**src/rtl/alu16_pkg.sv**
```systemverilog
package alu16_pkg;

  localparam int unsigned OP_W = 4;

  localparam logic [OP_W-1:0] OP_ADD   = 4'h0;
  localparam logic [OP_W-1:0] OP_SUB   = 4'h1;
  localparam logic [OP_W-1:0] OP_EQ    = 4'h2;
  localparam logic [OP_W-1:0] OP_NE    = 4'h3;
  localparam logic [OP_W-1:0] OP_XOR   = 4'h4;
  localparam logic [OP_W-1:0] OP_NOR   = 4'h5;
  localparam logic [OP_W-1:0] OP_OR    = 4'h6;
  localparam logic [OP_W-1:0] OP_AND   = 4'h7;
  localparam logic [OP_W-1:0] OP_PASSA = 4'h8;
  localparam logic [OP_W-1:0] OP_PASSB = 4'h9;
  localparam logic [OP_W-1:0] OP_NAND  = 4'hA;

  typedef enum logic [3:0] {
    SEL_ARITH,
    SEL_XOR,
    SEL_NOR,
    SEL_OR,
    SEL_AND,
    SEL_PASSA,
    SEL_PASSB,
    SEL_NAND,
    SEL_NONE
  } resSel_e;

  // Strobes from the decoder to the datapath
  typedef struct packed {
    resSel_e resSel;
    logic    subMode;  // invert B and force carry-in
    logic    cmpEn;    // compare result drives cmpOut
    logic    cmpInv;   // report inequality instead of equality
    logic    kill;     // spare code: suppress every flag
  } ctrlStrobe_t;

endpackage

```
**src/rtl/alu16_ctrl.sv**
```systemverilog
module alu16_ctrl
  import alu16_pkg::*;
(
  input  logic [OP_W-1:0] opQ,
  output ctrlStrobe_t     strobe
);

  always_comb begin
    strobe = '{resSel: SEL_NONE, subMode: 1'b0, cmpEn: 1'b0, cmpInv: 1'b0, kill: 1'b0};
    unique case (opQ)
      OP_ADD:   strobe.resSel = SEL_ARITH;
      OP_SUB: begin
        strobe.resSel  = SEL_ARITH;
        strobe.subMode = 1'b1;
      end
      OP_EQ:    strobe.cmpEn = 1'b1;
      OP_NE: begin
        strobe.cmpEn  = 1'b1;
        strobe.cmpInv = 1'b1;
      end
      OP_XOR:   strobe.resSel = SEL_XOR;
      OP_NOR:   strobe.resSel = SEL_NOR;
      OP_OR:    strobe.resSel = SEL_OR;
      OP_AND:   strobe.resSel = SEL_AND;
      OP_PASSA: strobe.resSel = SEL_PASSA;
      OP_PASSB: strobe.resSel = SEL_PASSB;
      OP_NAND:  strobe.resSel = SEL_NAND;
      default:  strobe.kill = 1'b1;
    endcase
  end

endmodule

```
**src/rtl/alu16_dp.sv**
```systemverilog
module alu16_dp
  import alu16_pkg::*;
#(
  parameter int unsigned WIDTH = 16
) (
  input  logic             clk,
  input  logic             rst,
  input  logic [WIDTH-1:0] aIn,
  input  logic [WIDTH-1:0] bIn,
  input  logic             cinIn,
  input  logic [OP_W-1:0]  opIn,
  input  ctrlStrobe_t      strobe,
  output logic [OP_W-1:0]  opQ,
  output logic [WIDTH-1:0] aQ,
  output logic [WIDTH-1:0] result,
  output logic             carryOut,
  output logic             cmpOut,
  output logic             zeroFlag
);

  localparam int unsigned SUM_W = WIDTH + 1;

  logic [WIDTH-1:0] bQ;
  logic             cinQ;

  // Input stage
  always_ff @(posedge clk) begin
    if (rst) begin
      aQ   <= '0;
      bQ   <= '0;
      cinQ <= 1'b0;
      opQ  <= '0;
    end else begin
      aQ   <= aIn;
      bQ   <= bIn;
      cinQ <= cinIn;
      opQ  <= opIn;
    end
  end

  // Adder shared by add and subtract
  logic [WIDTH-1:0] bOperand;
  logic             carryInEff;
  logic [SUM_W-1:0] sumFull;

  assign bOperand   = strobe.subMode ? ~bQ : bQ;
  assign carryInEff = strobe.subMode ? 1'b1 : cinQ;
  assign sumFull    = {1'b0, aQ} + {1'b0, bOperand} + {{WIDTH{1'b0}}, carryInEff};

  // Per-bit difference vector for the comparator
  logic [WIDTH-1:0] diffBits;
  for (genvar i = 0; i < WIDTH; i++) begin : g_diff
    assign diffBits[i] = aQ[i] ^ bQ[i];
  end
  logic isEqual;
  assign isEqual = ~|diffBits;

  logic [WIDTH-1:0] resNext;
  logic             coNext;
  logic             cmpNext;
  logic             zNext;

  always_comb begin
    unique case (strobe.resSel)
      SEL_ARITH: resNext = sumFull[WIDTH-1:0];
      SEL_XOR:   resNext = diffBits;
      SEL_NOR:   resNext = ~(aQ | bQ);
      SEL_OR:    resNext = aQ | bQ;
      SEL_AND:   resNext = aQ & bQ;
      SEL_PASSA: resNext = aQ;
      SEL_PASSB: resNext = bQ;
      SEL_NAND:  resNext = ~(aQ & bQ);
      default:   resNext = '0;
    endcase
    coNext  = (strobe.resSel == SEL_ARITH) ? sumFull[WIDTH] : 1'b0;
    cmpNext = strobe.cmpEn ? (isEqual ^ strobe.cmpInv) : 1'b0;
    zNext   = !strobe.kill && (resNext == '0);
  end

  // Output stage
  always_ff @(posedge clk) begin
    if (rst) begin
      result   <= '0;
      carryOut <= 1'b0;
      cmpOut   <= 1'b0;
      zeroFlag <= 1'b0;
    end else begin
      result   <= resNext;
      carryOut <= coNext;
      cmpOut   <= cmpNext;
      zeroFlag <= zNext;
    end
  end

endmodule

```
**src/rtl/alu16_top.sv**
```systemverilog
module alu16_top
  import alu16_pkg::*;
#(
  parameter int unsigned WIDTH = 16
) (
  input  logic             clk,
  input  logic             rst,
  input  logic [WIDTH-1:0] opA,
  input  logic [WIDTH-1:0] opB,
  input  logic             carryIn,
  input  logic [3:0]       opcode,
  output logic [WIDTH-1:0] result,
  output logic             carryOut,
  output logic             cmpOut,
  output logic             zeroFlag
);

  ctrlStrobe_t      strobe;
  logic [OP_W-1:0]  opReg;
  logic [WIDTH-1:0] aReg;

  alu16_ctrl u_ctrl (
    .opQ    (opReg),
    .strobe (strobe)
  );

  alu16_dp #(.WIDTH(WIDTH)) u_dp (
    .clk      (clk),
    .rst      (rst),
    .aIn      (opA),
    .bIn      (opB),
    .cinIn    (carryIn),
    .opIn     (opcode),
    .strobe   (strobe),
    .opQ      (opReg),
    .aQ       (aReg),
    .result   (result),
    .carryOut (carryOut),
    .cmpOut   (cmpOut),
    .zeroFlag (zeroFlag)
  );

endmodule

```
**config.mk**
```make
export PLATFORM = sky130hd
export DESIGN_NAME = alu16_top
export DESIGN_NICKNAME = d
export VERILOG_FILES = /design/src/rtl/alu16_pkg.sv /design/src/rtl/alu16_ctrl.sv /design/src/rtl/alu16_dp.sv /design/src/rtl/alu16_top.sv
export SDC_FILE = /design/constraint.sdc
export NUM_CORES = 1
export LEC_CHECK = 0
export BUFFER_PORTS_ARGS = -buffer_cell sky130_fd_sc_hd__buf_2
export CAP_MARGIN = 20
export CORE_MARGIN = 5
export CORE_UTILIZATION = 40
export CTS_CLUSTER_SIZE = 16
export DETAILED_ROUTE_END_ITERATION = 12
export PLACE_DENSITY_LB_ADDON = 0.05
export SETUP_SLACK_MARGIN = 0.1
export SYNTH_ARGS = -nofsm -noshare
export SYNTH_HDL_FRONTEND = slang
export SYNTH_SLANG_ARGS = --single-unit
```
**constraint.sdc**
```tcl
create_clock -name clk -period 8.8 [get_ports clk]
set_clock_uncertainty 0.05 [all_clocks]
set_input_delay 0.88 -clock clk [delete_from_list [all_inputs] [get_ports clk]]
set_output_delay 0.88 -clock clk [all_outputs]
set_load 0.005 [all_outputs]
```
==> summary.txt <==
Run status
  – Outcome: complete, no violations

Clock network
  – Total CTS buffers: 5
  – Clk root buf: clkbuf_8
  – Bufs on Longest Clock Path: 2
  – # Post-CTS Setup Buffers: 0
  – Hold Buf Count CTS: 0
  – Post-CTS resize count: 0
  – CTS tree: done
  – Clk sinks: 56
  – Clock Pin Slew Worst Setup and Hold Paths: 0.10 ns
  – Clock Latency Late Sink: 0.31 ns
  – H-tree Lvls: 2

Floorplan
  – Chip width: 112 um
  – I/O Pins: 58
  – Core area: 10200 sq um
  – Die ar.: 12500 sq um
  – FP Rows: 37
  – Initial Util: 40.7%
  – Die Height: 112 um

Yosys
  – Synth cell types: 69
  – Yosys warning count: 0
  – Most frequent cell after synthesis: dfxtp_1
  – Post-synth EDFFs: 0
  – Seq/Total Area, Yosys: 27.0%
  – Mapped Cells: 494
  – Post-synthesis cell area: 4160 sq um
  – Dominant cells by area after synthesis: dfxtp_1, ha_1, nor2b_1
  – Synth top area share: 27.0%
  – Ys flop type: dfxtp_1
  – Top post-synthesis cells by count: dfxtp_1, ha_1, nor2b_1
  – Post-synthesis sequential element count: 56
  – Post-synthesis async set-or-reset flop share: 0%
  – Post-Syn Nets: 582
  – Cell taking the most area after synthesis: dfxtp_1
  – Syn avg cell area: 8.42 sq um

GRT
  – First-pass GRT wire length: 18.0 mm
  – Vias in the first global route: 3334
  – Total Routing Usage GR: 17.6%
  – Gr ovfl total: 0
  – Initial antenna violation count: 0
  – Largest net degree at the start of global routing: 57

Timing
  – Final setup TNS: 0 ns
  – Tcrit/Tclk final: 51.8%
  – RSZ-0062 raised after global routing: false
  – Slew margin rel.: 29.8%
  – Pins Over Slew Limit: 0
  – Tmin final: 4.56 ns
  – Final setup fails: 0
  – Hold Vio Cnt, Final: 0
  – F_max: 0.219 GHz
  – Measured slew at the worst slew-check pin: 1.03 ns
  – Post-route setup slack: 4.24 ns

Layout
  – Fillers: 1046
  – Area growth syn-to-layout: 11.6%
  – Final instance area: 4640 sq um
  – Nets: 624
  – Share of post-route cells with drive strength above 1: 16.0%
  – Ant. Diodes: 0

Detailed routing
  – Wire length on met3: 728 um
  – Total number of vias: 3682
  – Post-DR wirelength/cell: 16.7 um
  – Antenna viol nets, final: 0
  – Drt drc: 0
  – Mean number of vias per cell: 5.48
  – DRT iter0 DRCs: 246
  – Wire length on met1: 5.84 mm
  – Met2 wire len: 4.42 mm
  – Drt first pass iters: 5
  – Max Used Layer: met4
  – Routed WL: 11.2 mm

Critical path
  – Crit path DAT: 4.76 ns
  – CP Launch Type: register
  – Reg2reg start: u_dp.opQ[1]
  – FF-to-FF setup slack: 4.24 ns
  – WS Path Type: register to register
  – RR Endpoint: u_dp.zeroFlag
  – Worst Path Required: 9.00 ns
  – CP max FO: 43
  – Crit. End Element: register
  – Worst Reg-to-Reg Cells: 15

Worst hold path
  – Min-Delay Endpoint: u_dp.cmpOut
  – Hold wc startpoint: u_dp.opQ[3]
  – Min-Delay Path Depth: 1
  – Hold/Removal Path Class: register to register

Placement
  – Pre-CTS setup slack: 4.28 ns
  – Cell Area, Placed: 4510 sq um
  – Post-DP HPWL: 8.64 mm
  – Final GP Congestion: 0.847
  – # port buffers: 57

Power
  – Static Leak: 0.00205 uW
  – Maximum VDD drop: 0.0720 mV
  – Pwr Density: 146 nW/um^2

Job
  – Max-Cap Viols: 0
-- metrics by stage --
| stage | cells | util, % | hold WS [ns] | power, uW |
|---|---|---|---|---|
| final | 672 | 45.4 | 0.692 | 679 |
| after global routing | 672 | 45.4 | 0.711 | 719 |
| after CTS | 672 | 45.4 | 0.695 | 688 |
| after detailed placement | 665 | 44.1 | 0.671 | 488 |
| after global placement | 665 | 44.1 | 0.658 | 487 |
| after floorplan | 494 | - | 0.531 | 432 |
-- logic make-up (layout without fill, tap and decap cells) --
kind of cell | count (synthesis) | in the layout | share of synthesized area (%)
flops | 56 | 56 | 27.0
buf+inv | 67 | 109 | 6.95
fa+ha+maj | 49 | 49 | 15.1
xor+xnor | 21 | 21 | 4.42
simple gates | 165 | 165 | 22.5
compound gates | 124 | 124 | 21.2
mux | 12 | 12 | 2.92
-- sequential cells by signal, summed over array words and instances (netlist names) --
register       cells
u_dp.aQ           16
u_dp.bQ           16
u_dp.result       16
u_dp.opQ           4
u_dp.carryOut      1
u_dp.cinQ          1
u_dp.cmpOut        1
u_dp.zeroFlag      1
-- critical path, stage by stage (launching register included) --
cell and delay [ns]:
dfxtp_1 0.32, buf_4 0.39, or3_1 0.57, nor2_2 0.04, buf_4 0.24, or2_2 0.31
fa_1 0.44, fa_1 0.47, a211oi_2 0.24, nor2_1 0.13, a311oi_2 0.30, mux2i_1 0.10
a21o_1 0.19, nor4_1 0.36, nand4_1 0.16, nor3_2 0.15
-- layout make-up --
cell class / count / area (sq um) / area share, %
clock buffers: 5 / 68.8 / 1.48
multi-input cells: 371 / 2750 / 59.2
well taps: 136 / 170 / 3.67
flip-flops and latches: 56 / 1120 / 24.2
clock inverters: 2 / 60.1 / 1.29
repair buffers: 62 / 323 / 6.95
inverters: 40 / 150 / 3.23
-- worst max-delay path by stage --
stage | from | to | slack [ns]
2_1_floorplan | u_dp.opQ[1] | u_dp.zeroFlag | 4.88
3_3_place_gp | u_dp.opQ[1] | u_dp.zeroFlag | 4.30
3_5_place_dp | u_dp.opQ[1] | u_dp.zeroFlag | 4.28
4_1_cts | u_dp.opQ[1] | u_dp.zeroFlag | 4.23
5_1_grt | u_dp.opQ[1] | u_dp.zeroFlag | 3.94
6_report | u_dp.opQ[1] | u_dp.zeroFlag | 4.24
-- power breakdown --
group          internal, uW  leakage, uW  switching, uW  total (uW)
Sequential              272     0.000465           13.0         284
Combinational          85.9      0.00152            114         200
Clock                   112    0.0000642           83.4         195
-- cell usage in the layout (no fill, tap or decap), drive strengths merged, types with 10 or more instances in the layout --
cell type,count
a211oi,10
a21oi,28
buf,62
dfxtp,56
ha,47
inv,40
mux2i,11
nand2,12
nand2b,10
nand3,12
nor2,40
nor2b,46
o21ai,18
o221ai,12
xnor2,18
-- per-layer routing --
| metal | up-vias | global-route usage [%] |
|---|---|---|
| met3 | 17 | 2.88 |
| met1 | 1665 | 27.4 |
| met2 | 148 | 25.2 |
| met5 | - | 0 |
| met4 | 0 | 4.17 |
| li1 | 1852 | - |
Note: power is estimated with default switching activity, not from simulation.
